### src/rtl/fsc_pkg.sv
package fsc_pkg;

  localparam int NUM_CMDS = 8;

  localparam int IDX_WREN  = 0;
  localparam int IDX_WRDI  = 1;
  localparam int IDX_CLSR  = 2;
  localparam int IDX_RDS1  = 3;
  localparam int IDX_RDS2  = 4;
  localparam int IDX_SRST  = 5;
  localparam int IDX_PROG  = 6;
  localparam int IDX_ERASE = 7;

  // Opcode for each command index (index order matches the IDX_* constants).
  localparam logic [7:0] CMD_CODES [NUM_CMDS] = '{
    8'h06, 8'h04, 8'h30, 8'h05, 8'h07, 8'hF0, 8'h02, 8'hD8
  };

  typedef enum logic [1:0] {
    KIND_NONE  = 2'd0,
    KIND_PROG  = 2'd1,
    KIND_ERASE = 2'd2
  } op_kind_t;

  typedef struct packed {
    logic     set_wel;
    logic     clr_wel;
    logic     clr_err;
    logic     srst;
    logic     start;
    op_kind_t kind;
  } action_t;

endpackage

### src/rtl/fsc_decode.sv
module fsc_decode
  import fsc_pkg::*;
(
  input  logic                cmd_valid,
  input  logic [7:0]          cmd_op,
  output logic [NUM_CMDS-1:0] hit
);

  // One comparator per known command.
  for (genvar g = 0; g < NUM_CMDS; g++) begin : g_match
    assign hit[g] = cmd_valid && (cmd_op == CMD_CODES[g]);
  end

endmodule

### src/rtl/fsc_gate.sv
module fsc_gate
  import fsc_pkg::*;
(
  input  logic                cmd_valid,
  input  logic [NUM_CMDS-1:0] hit,
  input  logic                locked,
  input  logic                running,
  input  logic                wel,
  output logic                accept,
  output logic                reject,
  output action_t             act
);

  logic known;
  logic recovery_cmd;
  logic read_cmd;
  logic array_cmd;

  always_comb begin
    known        = |hit;
    read_cmd     = hit[IDX_RDS1] | hit[IDX_RDS2];
    recovery_cmd = hit[IDX_CLSR] | hit[IDX_WRDI] | read_cmd;
    array_cmd    = hit[IDX_PROG] | hit[IDX_ERASE];
  end

  always_comb begin
    accept = 1'b0;
    reject = 1'b0;
    act    = '0;
    if (cmd_valid) begin
      if (hit[IDX_SRST]) begin
        accept = 1'b1;
      end else if (locked) begin
        if (recovery_cmd) accept = 1'b1;
        else              reject = 1'b1;
      end else if (running) begin
        if (read_cmd)   accept = 1'b1;
        else if (known) reject = 1'b1;
      end else if (array_cmd) begin
        if (wel) accept = 1'b1;
        else     reject = 1'b1;
      end else if (known) begin
        accept = 1'b1;
      end

      if (accept) begin
        act.srst    = hit[IDX_SRST];
        act.set_wel = hit[IDX_WREN];
        act.clr_wel = hit[IDX_WRDI];
        act.clr_err = hit[IDX_CLSR];
        act.start   = array_cmd;
        if (hit[IDX_PROG])       act.kind = KIND_PROG;
        else if (hit[IDX_ERASE]) act.kind = KIND_ERASE;
        else                     act.kind = KIND_NONE;
      end
    end
  end

endmodule

### src/rtl/fsc_engine.sv
module fsc_engine
  import fsc_pkg::*;
#(
  parameter int OP_CYCLES = 16
) (
  input  logic     clk,
  input  logic     rst_n,
  input  logic     start,
  input  op_kind_t start_kind,
  input  logic     fail_in,
  input  logic     abort,
  output logic     active,
  output op_kind_t kind,
  output logic     done,
  output logic     failed
);

  localparam int CNT_W = $clog2(OP_CYCLES + 1);
  localparam logic [CNT_W-1:0] CNT_LOAD = CNT_W'(OP_CYCLES);
  localparam logic [CNT_W-1:0] CNT_LAST = CNT_W'(1);

  logic             active_q, active_d;
  op_kind_t         kind_q, kind_d;
  logic             fail_q, fail_d;
  logic [CNT_W-1:0] cnt_q, cnt_d;
  logic             at_end;

  assign at_end = active_q && (cnt_q == CNT_LAST);

  always_comb begin
    active_d = active_q;
    kind_d   = kind_q;
    fail_d   = fail_q;
    cnt_d    = cnt_q;
    if (abort) begin
      active_d = 1'b0;
      kind_d   = KIND_NONE;
      fail_d   = 1'b0;
      cnt_d    = '0;
    end else if (start) begin
      active_d = 1'b1;
      kind_d   = start_kind;
      fail_d   = fail_in;
      cnt_d    = CNT_LOAD;
    end else if (at_end) begin
      active_d = 1'b0;
      kind_d   = KIND_NONE;
      fail_d   = 1'b0;
      cnt_d    = '0;
    end else if (active_q) begin
      cnt_d    = cnt_q - CNT_LAST;
    end
  end

  always_ff @(posedge clk or negedge rst_n) begin
    if (!rst_n) begin
      active_q <= 1'b0;
      kind_q   <= KIND_NONE;
      fail_q   <= 1'b0;
      cnt_q    <= '0;
    end else begin
      active_q <= active_d;
      kind_q   <= kind_d;
      fail_q   <= fail_d;
      cnt_q    <= cnt_d;
    end
  end

  assign active = active_q;
  assign kind   = kind_q;
  assign done   = at_end && !abort;
  assign failed = done && fail_q;

endmodule

### src/rtl/fsc_status.sv
module fsc_status
  import fsc_pkg::*;
(
  input  logic     clk,
  input  logic     rst_n,
  input  action_t  act,
  input  logic     done,
  input  logic     failed,
  input  op_kind_t done_kind,
  output logic     wip,
  output logic     wel,
  output logic     perr,
  output logic     eerr
);

  logic wip_q, wip_d;
  logic wel_q, wel_d;
  logic perr_q, perr_d;
  logic eerr_q, eerr_d;
  logic upd_en;

  // Clock enable: registers move only when something acts on them.
  assign upd_en = act.srst | act.start | act.set_wel | act.clr_wel | act.clr_err | done;

  always_comb begin
    wip_d  = wip_q;
    wel_d  = wel_q;
    perr_d = perr_q;
    eerr_d = eerr_q;
    if (act.srst) begin
      wip_d  = 1'b0;
      wel_d  = 1'b0;
      perr_d = 1'b0;
      eerr_d = 1'b0;
    end else begin
      if (done) begin
        if (failed) begin
          if (done_kind == KIND_PROG)  perr_d = 1'b1;
          if (done_kind == KIND_ERASE) eerr_d = 1'b1;
        end else begin
          wip_d = 1'b0;
          wel_d = 1'b0;
        end
      end
      if (act.start)   wip_d = 1'b1;
      if (act.clr_err) begin
        wip_d  = 1'b0;
        perr_d = 1'b0;
        eerr_d = 1'b0;
      end
      if (act.set_wel) wel_d = 1'b1;
      if (act.clr_wel) wel_d = 1'b0;
    end
  end

  always_ff @(posedge clk or negedge rst_n) begin
    if (!rst_n) begin
      wip_q  <= 1'b0;
      wel_q  <= 1'b0;
      perr_q <= 1'b0;
      eerr_q <= 1'b0;
    end else if (upd_en) begin
      wip_q  <= wip_d;
      wel_q  <= wel_d;
      perr_q <= perr_d;
      eerr_q <= eerr_d;
    end
  end

  assign wip  = wip_q;
  assign wel  = wel_q;
  assign perr = perr_q;
  assign eerr = eerr_q;

endmodule

### src/rtl/flash_status_ctrl.sv
module flash_status_ctrl
  import fsc_pkg::*;
#(
  parameter int OP_CYCLES   = 16,
  parameter int SYNC_STAGES = 2
) (
  input  logic       clk,
  input  logic       rst_n,
  input  logic       cmd_valid,
  input  logic [7:0] cmd_op,
  input  logic       fail_sel,
  output logic [7:0] status1,
  output logic [7:0] status2,
  output logic       cmd_accept,
  output logic       cmd_reject
);

  // Reset: asserted asynchronously, released through a synchronizer chain.
  logic [SYNC_STAGES-1:0] sync_q, sync_d;
  logic                   core_rst_n;

  assign sync_d = {sync_q[SYNC_STAGES-2:0], 1'b1};

  always_ff @(posedge clk or negedge rst_n) begin
    if (!rst_n) sync_q <= '0;
    else        sync_q <= sync_d;
  end

  assign core_rst_n = sync_q[SYNC_STAGES-1];

  logic [NUM_CMDS-1:0] hit;
  logic                acc_c, rej_c;
  action_t             act;
  logic                eng_active, eng_done, eng_failed;
  op_kind_t            eng_kind;
  logic                wip, wel, perr, eerr;
  logic                locked;

  assign locked = perr | eerr;

  fsc_decode i_decode (
    .cmd_valid (cmd_valid),
    .cmd_op    (cmd_op),
    .hit       (hit)
  );

  fsc_gate i_gate (
    .cmd_valid (cmd_valid),
    .hit       (hit),
    .locked    (locked),
    .running   (eng_active),
    .wel       (wel),
    .accept    (acc_c),
    .reject    (rej_c),
    .act       (act)
  );

  fsc_engine #(.OP_CYCLES(OP_CYCLES)) i_engine (
    .clk        (clk),
    .rst_n      (core_rst_n),
    .start      (act.start),
    .start_kind (act.kind),
    .fail_in    (fail_sel),
    .abort      (act.srst),
    .active     (eng_active),
    .kind       (eng_kind),
    .done       (eng_done),
    .failed     (eng_failed)
  );

  fsc_status i_status (
    .clk       (clk),
    .rst_n     (core_rst_n),
    .act       (act),
    .done      (eng_done),
    .failed    (eng_failed),
    .done_kind (eng_kind),
    .wip       (wip),
    .wel       (wel),
    .perr      (perr),
    .eerr      (eerr)
  );

  // Verdict pulses, registered so they line up with the status update.
  logic acc_q, acc_d, rej_q, rej_d;

  always_comb begin
    acc_d = acc_c;
    rej_d = rej_c;
  end

  always_ff @(posedge clk or negedge core_rst_n) begin
    if (!core_rst_n) begin
      acc_q <= 1'b0;
      rej_q <= 1'b0;
    end else begin
      acc_q <= acc_d;
      rej_q <= rej_d;
    end
  end

  assign cmd_accept = acc_q;
  assign cmd_reject = rej_q;
  assign status1    = {1'b0, perr, eerr, 3'b000, wel, wip};
  assign status2    = {6'b0, eng_kind == KIND_ERASE, eng_kind == KIND_PROG};

endmodule

### config.mk
export PLATFORM = sky130hd
export DESIGN_NAME = flash_status_ctrl
export DESIGN_NICKNAME = d
export VERILOG_FILES = /design/src/rtl/fsc_pkg.sv /design/src/rtl/fsc_decode.sv /design/src/rtl/fsc_gate.sv /design/src/rtl/fsc_engine.sv /design/src/rtl/fsc_status.sv /design/src/rtl/flash_status_ctrl.sv
export SDC_FILE = /design/constraint.sdc
export NUM_CORES = 1
export LEC_CHECK = 0
export ABC_CLOCK_PERIOD_IN_PS = 800
export BUFFER_PORTS_ARGS = -buffer_cell sky130_fd_sc_hd__buf_2
export CAP_MARGIN = 40
export CORE_MARGIN = 10
export CORE_UTILIZATION = 52
export DETAILED_ROUTE_END_ITERATION = 8
export PLACE_DENSITY_LB_ADDON = 0.25
export SETUP_SLACK_MARGIN = 0.1
export SLEW_MARGIN = 15
export SYNTH_ARGS = -nofsm -noshare
export SYNTH_HDL_FRONTEND = slang
export SYNTH_SLANG_ARGS = --single-unit
### constraint.sdc
create_clock -name clk -period 0.8 [get_ports clk]
set_input_delay 0.04 -clock clk [delete_from_list [all_inputs] [get_ports clk]]
set_output_delay 0.04 -clock clk [all_outputs]
set_load 0.005 [all_outputs]
Yosys cells after proc, flatten, opt, wreduce, memory -nomap -nowiden
Cells that the tools add are included.
{"block": "totals", "reg_bits": 17}
{"block": "classes", "n_addsub": 1, "n_eq_ne": 13, "mux": 52, "bitwise": 10, "n_reduce_logical": 25}
{"op": "$mux 1", "count": 41}
{"op": "$eq 8x3->1 const B", "count": 4}
{"op": "$mux 5", "count": 4}
{"op": "$eq 8x8->1 const B", "count": 2}
{"op": "$reduce_bool 3->1", "count": 5}
{"op": "$mux 7", "count": 2}
{"op": "$reduce_bool 4->1", "count": 3}
{"op": "$logic_and 1x1->1", "count": 11}
{"op": "$mux 2", "count": 5}
{"op": "$or 1x1->1", "count": 10}
{"op": "$eq 8x2->1 const B", "count": 1}
{"op": "$eq 8x6->1 const B", "count": 1}
{"op": "$ne 4x1->1 const B", "count": 2}
{"op": "$reduce_and 4->1", "count": 2}
{"op": "$reduce_or 8->1", "count": 1}
{"op": "$reduce_and 3->1", "count": 2}
{"op": "$eq 5x1->1 const B", "count": 1}
{"op": "$sub 5x1->5 const B", "count": 1}
{"op": "$eq 2x1->1 const B", "count": 1}
{"op": "$eq 2x2->1 const B", "count": 1}
{"op": "$logic_not 1->1", "count": 1}

Logic depth before layout (Yosys ltp)
Gate-level depths: netlist of run 1.
{"block": "logic_depth", "ltp_word": 19, "depth_mapped": 7}

By module
Synthesis of run 1 repeated with hierarchy kept, for this count alone.
{"block": "unflattened", "hier_cells": 131, "hier_area_um2": 1198.6}
{"module": "fsc_engine", "n_inst": 1, "cells_each": 47, "area_each_um2": 478.0, "seq_area_each_um2": 225.2}
{"module": "flash_status_ctrl", "n_inst": 1, "cells_each": 23, "area_each_um2": 234.0, "seq_area_each_um2": 100.1}
{"module": "fsc_gate", "n_inst": 1, "cells_each": 28, "area_each_um2": 200.2, "seq_area_each_um2": 0.0}
{"module": "fsc_status", "n_inst": 1, "cells_each": 15, "area_each_um2": 161.4, "seq_area_each_um2": 100.1}
{"module": "fsc_decode", "n_inst": 1, "cells_each": 18, "area_each_um2": 125.1, "seq_area_each_um2": 0.0}

Worst setup path before layout of run 1
OpenSTA, ideal clock, no wires.
{"block": "synth_timing", "path_kind": "register -> register", "startpoint": "register i_status.eerr_q (netlist: i_status.eerr)", "endpoint": "register i_engine.fail_q", "setup_ps": 125, "arrival_time_ps": 1575, "required_ps": 675, "setup_slack_ps": -900, "stages_incl_launch_ff": 6, "cell_sequence": "dfrtp_1 -> nor2_1 -> o21ai_0 -> a32oi_1 -> a22o_4 -> mux2_4"}
{"block": "synth_via", "elab_chain_len": 8, "elab_cells_between_ends": 9, "cone_classes": "mux (7); bitwise (1); reduce/logical (1)"}
{"element": "start: declaration", "line_no": "fsc_status.sv:19", "rtl": "logic eerr_q, eerr_d;"}
{"element": "start signal: assignment", "line_no": "fsc_status.sv:66", "rtl": "eerr_q <= eerr_d;"}
{"element": "$or 1x1->1 (*)", "line_no": "flash_status_ctrl.sv:39", "rtl": "assign locked = perr | eerr;"}
{"element": "$mux 1 (*)", "line_no": "fsc_gate.sv:33", "rtl": "end else if (locked) begin"}
{"element": "$mux 1 (*)", "line_no": "fsc_gate.sv:31", "rtl": "if (hit[IDX_SRST]) begin"}
{"element": "$mux 1 (*)", "line_no": "fsc_gate.sv:30", "rtl": "if (cmd_valid) begin"}
{"element": "$mux 7 (*)", "line_no": "fsc_gate.sv:46", "rtl": "if (accept) begin"}
{"element": "$mux 7 (*)", "line_no": "fsc_gate.sv:30"}
{"element": "$mux 1", "line_no": "fsc_engine.sv:40", "rtl": "end else if (start) begin"}
{"element": "$mux 1", "line_no": "fsc_engine.sv:35", "rtl": "if (abort) begin"}
{"element": "end signal: assignment", "line_no": "fsc_engine.sv:64", "rtl": "fail_q <= fail_d;"}
{"element": "end: declaration", "line_no": "fsc_engine.sv:24", "rtl": "logic fail_q, fail_d;"}
Mark *: on every way between the ends. The rest lies on a longest branch, timed or not. The select of a mux whose other input is x is not followed.
A chain may end at the register's enable or synchronous reset.

Worst setup path in the final report of run 1
{"block": "layout_timing", "startpoint": "register i_engine.cnt_q[2]", "endpoint": "register i_status.wel_q (netlist: i_status.wel)"}
{"block": "layout_via", "elab_chain_len": 6, "elab_cells_between_ends": 8, "cone_classes": "eq/ne (2); bitwise (1); reduce/logical (5)"}
{"element": "start: declaration", "line_no": "fsc_engine.sv:25", "rtl": "logic [CNT_W-1:0] cnt_q, cnt_d;"}
{"element": "start signal: assignment", "line_no": "fsc_engine.sv:65", "rtl": "cnt_q <= cnt_d;"}
{"element": "$eq 5x1->1 (*)", "line_no": "fsc_engine.sv:28", "rtl": "assign at_end = active_q && (cnt_q == CNT_LAST);"}
{"element": "$logic_and 1x1->1 (*)", "line_no": "fsc_engine.sv:28"}
{"element": "$logic_and 1x1->1 (*)", "line_no": "fsc_engine.sv:71", "rtl": "assign done = at_end && !abort;"}
{"element": "$logic_and 1x1->1", "line_no": "fsc_engine.sv:72", "rtl": "assign failed = done && fail_q;"}
{"element": "$ne 4x1->1 (no source line)"}
{"element": "$reduce_and 3->1 (no source line) (*)"}
{"element": "end signal: assignment", "line_no": "fsc_status.sv:64", "rtl": "wel_q <= wel_d;"}
{"element": "end: declaration", "line_no": "fsc_status.sv:17", "rtl": "logic wel_q, wel_d;"}
Mark *: on every way between the ends. The rest lies on a longest branch, timed or not.

==> results of run 1 <==
[kinds of logic after synthesis]
group | Yosys count | synth area share (%)
AO/OA/AOI/OAI | 26 | 16.58
XOR/XNOR | 2 | 1.469
adder cells (fa/ha/maj) | 2 | 2.098
buffers and inverters | 21 | 11.12
flip-flops | 17 | 35.68
multiplexers | 3 | 3.043
other | 2 | 0.6298
AND/OR/NAND/NOR | 56 | 29.38
[cell usage after synthesis (2+ instances only)]
cell / count
a211oi_1: 3
a21oi_1: 3
a22oi_1: 2
a31oi_1: 2
and2_1: 2
buf_4: 14
clkbuf_1: 2
conb_1: 2
dfrtp_1: 17
ha_1: 2
inv_1: 4
nand2_1: 11
nand3_1: 3
nand3b_1: 2
nand4_1: 3
nor2_1: 5
nor2b_1: 4
nor3_1: 8
nor3b_1: 2
nor4bb_1: 2
o21ai_0: 2
o21ai_1: 2
o22ai_1: 4
or3_1: 2
or3b_2: 2
[routing by layer]
metal	wire length (um)	vias up
li1	-	575
met1	1474	587
met2	1892	59
met3	349	7
met4	63	0
met5	0	-
[final cells by class]
cell class / count / area, sq um
Multi-Input combinational cell: 100 / 793.3
Timing Repair Buffer: 66 / 501.7
Sequential cell: 17 / 427.9
Fill cell: 128 / 391.6
Tap cell: 28 / 35.03
Clock buffer: 4 / 26.28
Inverter: 4 / 15.01
[power by group]
group	switching (W)	internal [W]	total, W	leakage, nW
Combinational	0.000254	0.000331	0.000584	0.640
Sequential	0.0000714	0.000925	0.000997	0.188
Clock	0.000295	0.000195	0.000489	0.0150
[repair_timing]
item / 4_1_cts / 5_1_grt
resized for setup: 30 / 8
endpoints found under the setup margin: 23 / 23
buffers inserted: 7 / 4
endpoints found under the hold margin: 3 / 1
pin swaps: 10 / 2
[worst min path at each step]
| stage | startpoint | endpoint | slack (ns) | cells after the start |
|---|---|---|---|---|
| final | fail_sel | i_engine.fail_q$_DFFE_PN0P_ | -0.03 | 2 |
| after global routing | fail_sel | i_engine.fail_q$_DFFE_PN0P_ | -0.04 | 2 |
| after CTS | fail_sel | i_engine.fail_q$_DFFE_PN0P_ | -0.02 | 2 |
| after detailed placement | rst_n | sync_q[0]$_DFF_PN0_ | -0.17 | 1 |
| after global placement | rst_n | sync_q[1]$_DFF_PN0_ | -0.18 | 1 |
| after floorplan | rst_n | sync_q[0]$_DFF_PN0_ | -0.26 | 0 |
[cells in the final DEF (no fill, tap or decap), types with 3 or more instances in the layout]
master	Yosys	final
clkbuf_4	0	3
inv_1	4	3
nand4_1	3	3
nor3_2	1	3
buf_2	1	15
dfrtp_1	17	15
nand2_1	11	11
nand3_1	3	3
buf_6	0	11
buf_4	14	39
conb_1	2	11
nor3_1	8	5
[worst max-delay path, delay by kind of cell, from the launching register on]
| family | cells | cell delay [ns] |
|---|---|---|
| AO/OA/AOI/OAI | 1 | 0.08 |
| AND/OR/NAND/NOR | 4 | 0.92 |
| flip-flops | 1 | 0.44 |
[stage by stage]
step / area, sq um / total power [W] / TNS, ns / hold WS [ns] / cells
2_1_floorplan: 1264 / 0.001259 / -9.820 / -0.2556 / 138
3_3_place_gp: 1543 / 0.001436 / -13.01 / -0.1751 / 204
3_5_place_dp: 1543 / 0.001461 / -13.29 / -0.1731 / 204
4_1_cts: 1759 / 0.002021 / -11.16 / -0.01946 / 216
5_1_grt: 1799 / 0.002180 / -12.83 / -0.03804 / 219
6_report: 1799 / 0.002070 / -11.61 / -0.03154 / 219
==> run_results.csv, run 1 <==
group,metric,value,unit
clock_network,cts_made_buffers,3,
setup_path,reg2reg_to,"i_status.wel$_DFFE_PN0P_",
clock_network,hold_buffers,1,
floorplanning,die_x,67.89,um
synthesis,yosysSeqAreaShare,35.68,%
synthesis,synth.top_cell.area_share,35.68,%
clock_network,h-tree-depth,1,
grt,met1_usage,19.37,%
placed_design,hpwl,2.644,mm
placed_design,gp_routability_congestion,0.8531,
detailed_routing,ant_nets,0,
clock_network,clock-sinks,17,
grt,gr-total-overflow,0,
timing,finalHoldViolCount,1,
setup_path,r2r_setup_slack,-0.77,ns
clock_network,cts_root_buffer,"clkbuf_4",
floorplanning,io_pins,30,
timing,period_minus_slack,1.566,ns
setup_path,reg2reg_from,"i_engine.cnt_q[2]$_DFFE_PN0P_",
timing,fin_crit_sh,195.7,%
cells_and_area,synthToLayoutAreaGrowth,50.89,%
setup_path,path_class,"reg -> reg",
setup_path,path_cells,"nor3b_4 -> nand3b_1 -> or3_4 -> or3b_1 -> o211ai_1",
setup_path,start_kind,"register",
clock_network,insertion_delay,0.30,ns
clock_network,cts_buffer_depth,2,
detailed_routing,detail_route.vias_per_cell,5.607,
grt,grt_pass1_wl,6.023,mm
floorplanning,initial_utilization,54.43,%
grt,grt_max_degree,16,
detailed_routing,post_drt_wl_per_cell,17.26,um
setup_path,arrival,1.75,ns
floorplanning,dieArea,4608,sq um
synthesis,synthArstFlopShare,100.0,%
synthesis,synth_cells,129,
setup_path,slowest_stage,"dfrtp_1",
cells_and_area,antenna_cells,0,
timing,worst_slack,-0.7657,ns
synthesis,avgSynthCellArea,9.243,sq um
setup_path,startpoint,"i_engine.cnt_q[2]$_DFFE_PN0P_",
grt,antenna_found_initial,0,
timing,rsz0062_at_grt,"true",
timing,fin_skew,0.002105,ns
pwr,leakage,0.8431,nW
setup_path,cp_max_fo,3,
grt,met2_usage,30.52,%
cells_and_area,largest_register_ffs,5,
synthesis,synth_ff_type,"dfrtp_1",
timing,slew_violations,0,
hold_path,min_path_type,"in -> reg",
timing,hold_ws,-0.03154,ns
setup_path,end_kind,"register",
grt,grt_util_all_layers,17.20,%
grt,grt-busiest-layer,"met2",
setup_path,crit_path_end,"i_status.wel$_DFFE_PN0P_",
setup_path,ff2ff_path_depth,5,
placed_design,pre_cts_ws,-0.9932,ns
outcome,violations,"negative hold slack, negative setup slack",
pwr,irDropWorstVdd,1.131,mV
synthesis,yosys_register_bits,17,
detailed_routing,routed_wl,3.779,mm
setup_path,max_stage_delay,0.44,ns
timing,max_freq,0.6387,GHz
detailed_routing,dr.pass1.iters,4,
detailed_routing,route.detailed.drc,0,
placed_design,portBuffers,19,
floorplanning,coreArea,2191,sq um
pwr,power_density,1151,nW/um^2
setup_path,worstPathRequired,0.99,ns
job,maxCapViolCount,0,
floorplanning,row_count,17,
floorplanning,die_h,67.89,um
cells_and_area,final_core_util,82.12,%
synthesis,syn_area,1192,sq um
timing,finalSetupViolCount,23,
outcome,status,"finished with violations",
synthesis,synth_top_cell_by_area,"dfrtp_1",
grt,grt_pass1_vias,1324,
synthesis,yosysUniqueCellTypes,49,
cells_and_area,drive_above_1_share,56.02,%
clock_network,cts_tree,"done",
synthesis,ys_top_cells_by_area,"dfrtp_1, buf_4, nand2_1",
clock_network,clk_pin_slew,0.10,ns
cells_and_area,top_register,"i_engine.cnt_q",
detailed_routing,drt_iter0_drc,100,
synthesis,ys.warnings.count,0,
cells_and_area,nets,206,
detailed_routing,vias,1228,
grt,met3_usage,5.057,%
synthesis,synth_edf_count,0,
Power figures use the tool's default switching activity.
==> inputs of run 2 (changes only) <==
--- a/config.mk
+++ b/config.mk
@@ -9,7 +9,8 @@
 export BUFFER_PORTS_ARGS = -buffer_cell sky130_fd_sc_hd__buf_2
 export CAP_MARGIN = 40
 export CORE_MARGIN = 10
-export CORE_UTILIZATION = 52
+export CORE_UTILIZATION = 54
+export CTS_BUF_LIST = sky130_fd_sc_hd__clkbuf_2 sky130_fd_sc_hd__clkbuf_4 sky130_fd_sc_hd__clkbuf_8
 export DETAILED_ROUTE_END_ITERATION = 8
 export PLACE_DENSITY_LB_ADDON = 0.25
 export SETUP_SLACK_MARGIN = 0.1
==> constraint.sdc (replaced) <==
create_clock -name clk -period 0.8 [get_ports clk]
set_input_delay 0.08 -clock clk [delete_from_list [all_inputs] [get_ports clk]]
set_output_delay 0.08 -clock clk [all_outputs]
set_load 0.005 [all_outputs]
==> run_results.csv, run 2 <==
group,metric,value,unit
synthesis,synth.top_cell.area_share,35.68,%
synthesis,synth_edf_count,0,
placed_design,hpwl,2.663,mm
outcome,status,"did not finish",
synthesis,ys.warnings.count,0,
synthesis,yosys_register_bits,17,
outcome,error_line,"[ERROR DPL-0033] detailed placement checks failed during check placement.",
clock_network,cts_made_buffers,3,
synthesis,yosysUniqueCellTypes,49,
grt,antenna_found_initial,0,
placed_design,portBuffers,19,
synthesis,ys_top_cells_by_count,"dfrtp_1, buf_4, nand2_1",
synthesis,syn_area,1192,sq um
clock_network,h-tree-depth,1,
floorplanning,row_count,16,
clock_network,cts_buffer_depth,2,
placed_design,pre_cts_ws,-1.114,ns
placed_design,gp_routability_congestion,0.9335,
grt,grt_max_degree,16,
synthesis,synth_cells,129,
synthesis,yosysSeqAreaShare,35.68,%
synthesis,synth_ff_type,"dfrtp_1",
floorplanning,initial_utilization,58.97,%
outcome,haltStage,"5_1_grt",
synthesis,avgSynthCellArea,9.243,sq um
timing,grt-worst-endpoint,"i_status.wel$_DFFE_PN0P_/D",
synthesis,synth_top_cell_by_area,"dfrtp_1",
timing,worstEpCategory,"sequential cell input",
clock_network,cts_root_buffer,"clkbuf_4",
synthesis,ys_top_cells_by_area,"dfrtp_1, buf_4, nand2_1",
synthesis,synthArstFlopShare,100.0,%
floorplanning,io_pins,30,
synthesis,synth.most_common_cell,"dfrtp_1",
floorplanning,die_x,66.99,um
clock_network,clock-sinks,17,
floorplanning,die_h,66.99,um
==> run 2: repair_timing <==
item	4_1_cts
gates resized for setup	48
endpoints found under the hold margin	2
pin swaps	17
endpoints found under the setup margin	23
hold buffers	1
setup buffers	8
==> run 2: cell families after synthesis <==
| logic type | count (synthesis) | share of synthesized area (%) |
|---|---|---|
| flops | 17 | 35.68 |
| compound gates | 26 | 16.58 |
| fa+ha+maj | 2 | 2.098 |
| mux | 3 | 3.043 |
| xor+xnor | 2 | 1.469 |
| other cells | 2 | 0.6298 |
| simple gates | 56 | 29.38 |
| buf+inv | 21 | 11.12 |
==> run 2: per-stage QoR <==
step | setup TNS, ns | hold WS [ns] | instance area (sq um) | cells
after CTS | -11.93 | 0.02390 | 1852 | 217
after detailed placement | -14.71 | -0.1331 | 1544 | 205
after global placement | -14.21 | -0.1352 | 1544 | 205
after floorplan | -10.42 | -0.2156 | 1249 | 138
==> inputs of run 3 (changes only) <==
--- a/config.mk
+++ b/config.mk
@@ -8,12 +8,10 @@
 export ABC_CLOCK_PERIOD_IN_PS = 800
 export BUFFER_PORTS_ARGS = -buffer_cell sky130_fd_sc_hd__buf_2
 export CAP_MARGIN = 40
-export CORE_MARGIN = 10
-export CORE_UTILIZATION = 54
-export CTS_BUF_LIST = sky130_fd_sc_hd__clkbuf_2 sky130_fd_sc_hd__clkbuf_4 sky130_fd_sc_hd__clkbuf_8
+export CORE_AREA = 10 10 71 73
 export DETAILED_ROUTE_END_ITERATION = 8
-export PLACE_DENSITY_LB_ADDON = 0.25
-export SETUP_SLACK_MARGIN = 0.1
+export DIE_AREA = 0 0 81 83
+export PLACE_DENSITY_LB_ADDON = 0.15
 export SLEW_MARGIN = 15
 export SYNTH_ARGS = -nofsm -noshare
 export SYNTH_HDL_FRONTEND = slang
==> run_results.csv, run 3 (synthesis results as in run 1) <==
group,metric,value,unit
outcome,status,"finished with violations",
outcome,violations,"negative setup slack",
cells_and_area,synthToLayoutAreaGrowth,61.80,%
detailed_routing,wl_met3,189,um
floorplanning,initial_utilization,32.82,%
detailed_routing,wl_met2,1.900,mm
setup_path,cp_max_fo,4,
setup_path,max_stage_delay,0.44,ns
detailed_routing,post_drt_wl_per_cell,14.96,um
timing,finalHoldViolCount,0,
setup_path,arrival,1.75,ns
detailed_routing,wl_met1,1.514,mm
cells_and_area,largest_register_ffs,5,
cells_and_area,fillers,345,
timing,rsz0062_at_grt,"true",
cells_and_area,final_area,1929,sq um
cells_and_area,nets,210,
placed_design,gp_routability_congestion,0.8118,
grt,grt_max_degree,15,
clock_network,insertion_delay,0.25,ns
timing,fin_crit_sh,202.2,%
clock_network,clk_pin_slew,0.07,ns
setup_path,reg2reg_from,"i_engine.cnt_q[2]$_DFFE_PN0P_",
setup_path,reg2reg_to,"i_status.wel$_DFFE_PN0P_",
grt,grt_pass1_wl,5.685,mm
job,maxCapViolCount,0,
detailed_routing,ant_nets,0,
timing,period_minus_slack,1.618,ns
clock_network,cts_tree,"done",
clock_network,cts_made_buffers,3,
clock_network,cts_buffer_depth,2,
cells_and_area,final_cell_mix,"buf_4, dfrtp_1, buf_2, buf_6, conb_1",
detailed_routing,drt_iter0_drc,82,
detailed_routing,vias,1212,
cells_and_area,multi_input_area,837.1,sq um
clock_network,h-tree-depth,1,
detailed_routing,dr.pass1.iters,4,
placed_design,dp.cells,227,
placed_design,portBuffers,19,
timing,fin_skew,0.001534,ns
floorplanning,row_count,22,
setup_path,r2r_setup_slack,-0.82,ns
setup_path,startpoint,"i_engine.cnt_q[2]$_DFFE_PN0P_",
grt,antenna_found_initial,0,
floorplanning,dieArea,6723,sq um
floorplanning,io_pins,30,
cells_and_area,top_register,"i_engine.cnt_q",
timing,worst_slack,-0.8175,ns
setup_path,end_kind,"register",
pwr,power_density,1134,nW/um^2
cells_and_area,final_common_cell,"buf_4",
cells_and_area,drive_above_1_share,58.46,%
placed_design,hpwl,2.620,mm
detailed_routing,top_layer,"met4",
setup_path,ff2ff_path_depth,5,
placed_design,post_dp_cell_area,1578,sq um
timing,max_freq,0.6182,GHz
timing,slew_violations,0,
setup_path,path_class,"reg -> reg",
cells_and_area,final_core_util,53.10,%
detailed_routing,route.detailed.drc,0,
placed_design,pre_cts_ws,-1.108,ns
clock_network,clock-sinks,17,
grt,grt_util_all_layers,10.22,%
pwr,power,0.002188,W
setup_path,start_kind,"register",
grt,grt_pass1_vias,1206,
timing,finalSetupViolCount,23,
pwr,irDropWorstVdd,0.9696,mV
setup_path,crit_family,"simple AND/OR/NAND/NOR gates",
setup_path,crit_buf_inv,0,
setup_path,path_cells,"nor3b_4 -> nand3b_1 -> or3_4 -> or3b_1 -> o211ai_1",
setup_path,slowest_stage,"dfrtp_2",
floorplanning,die_h,83,um
clock_network,cts_root_buffer,"clkbuf_8",
cells_and_area,register_area,426.7,sq um
floorplanning,die_x,81,um
cells_and_area,stdcell_count,243,
detailed_routing,detail_route.vias_per_cell,4.988,
detailed_routing,routed_wl,3.636,mm
setup_path,worstPathRequired,0.93,ns
pwr,leakage,0.8959,nW
grt,gr-total-overflow,0,
cells_and_area,antenna_cells,0,
floorplanning,coreArea,3633,sq um
hold_path,min_path_type,"reg -> async",
-- run 3: worst reg2reg max path, stage by stage (launching register included) --
cell and delay (ns):
dfrtp_2 0.44, nor3b_4 0.23, nand3b_1 0.18, or3_4 0.41, or3b_1 0.17, o211ai_1 0.07
-- run 3: how the worst max path moves through the flow --
stage / end / slack [ns] / cells after the start
after floorplan: i_engine.fail_q$_DFFE_PN0P_ / -0.88 / 5
after global placement: i_engine.fail_q$_DFFE_PN0P_ / -1.06 / 6
after detailed placement: i_engine.fail_q$_DFFE_PN0P_ / -1.11 / 6
after CTS: i_status.wel$_DFFE_PN0P_ / -0.77 / 5
after global routing: i_status.wel$_DFFE_PN0P_ / -0.87 / 5
final: i_status.wel$_DFFE_PN0P_ / -0.82 / 5
-- run 3: cell type report --
class | count | share of cell area [%]
clock inverters | 1 | 0.2594
repair buffers | 70 | 28.21
multi-input cells | 100 | 43.39
clock buffers | 3 | 2.140
well taps | 48 | 3.113
flip-flops and latches | 17 | 22.11
inverters | 4 | 0.7782
-- run 3: layer usage --
layer / up-vias / track usage (%)
met5: - / 0
met4: 0 / 1.721
met3: 4 / 2.586
met2: 39 / 17.29
met1: 585 / 12.67
li1: 584 / -
-- run 3: stage by stage --
stage          setup TNS (ns)  hold WS, ns
6_report               -11.84      0.01463
2_1_floorplan          -10.42      -0.2156
3_3_place_gp           -14.20      -0.1341
5_1_grt                -13.18      0.03048
4_1_cts                -11.07      0.01591
3_5_place_dp           -14.82      -0.1320
-- run 3: where the power goes --
part	internal (W)	switching, W	total (W)
combinational	0.000319	0.000241	0.000560
clock	0.000345	0.000291	0.000637
sequential	0.000928	0.0000641	0.000992
total	0.00159	0.000597	0.00219
-- run 3: timing repair --
item                                    in CTS  in global routing
pin swaps                                   12                 13
endpoints found under the setup margin      23                 23
setup buffers                                5                  9
hold endpoints to repair                     2                  0
hold buffers                                 1                  0
gates resized for setup                     35                 12
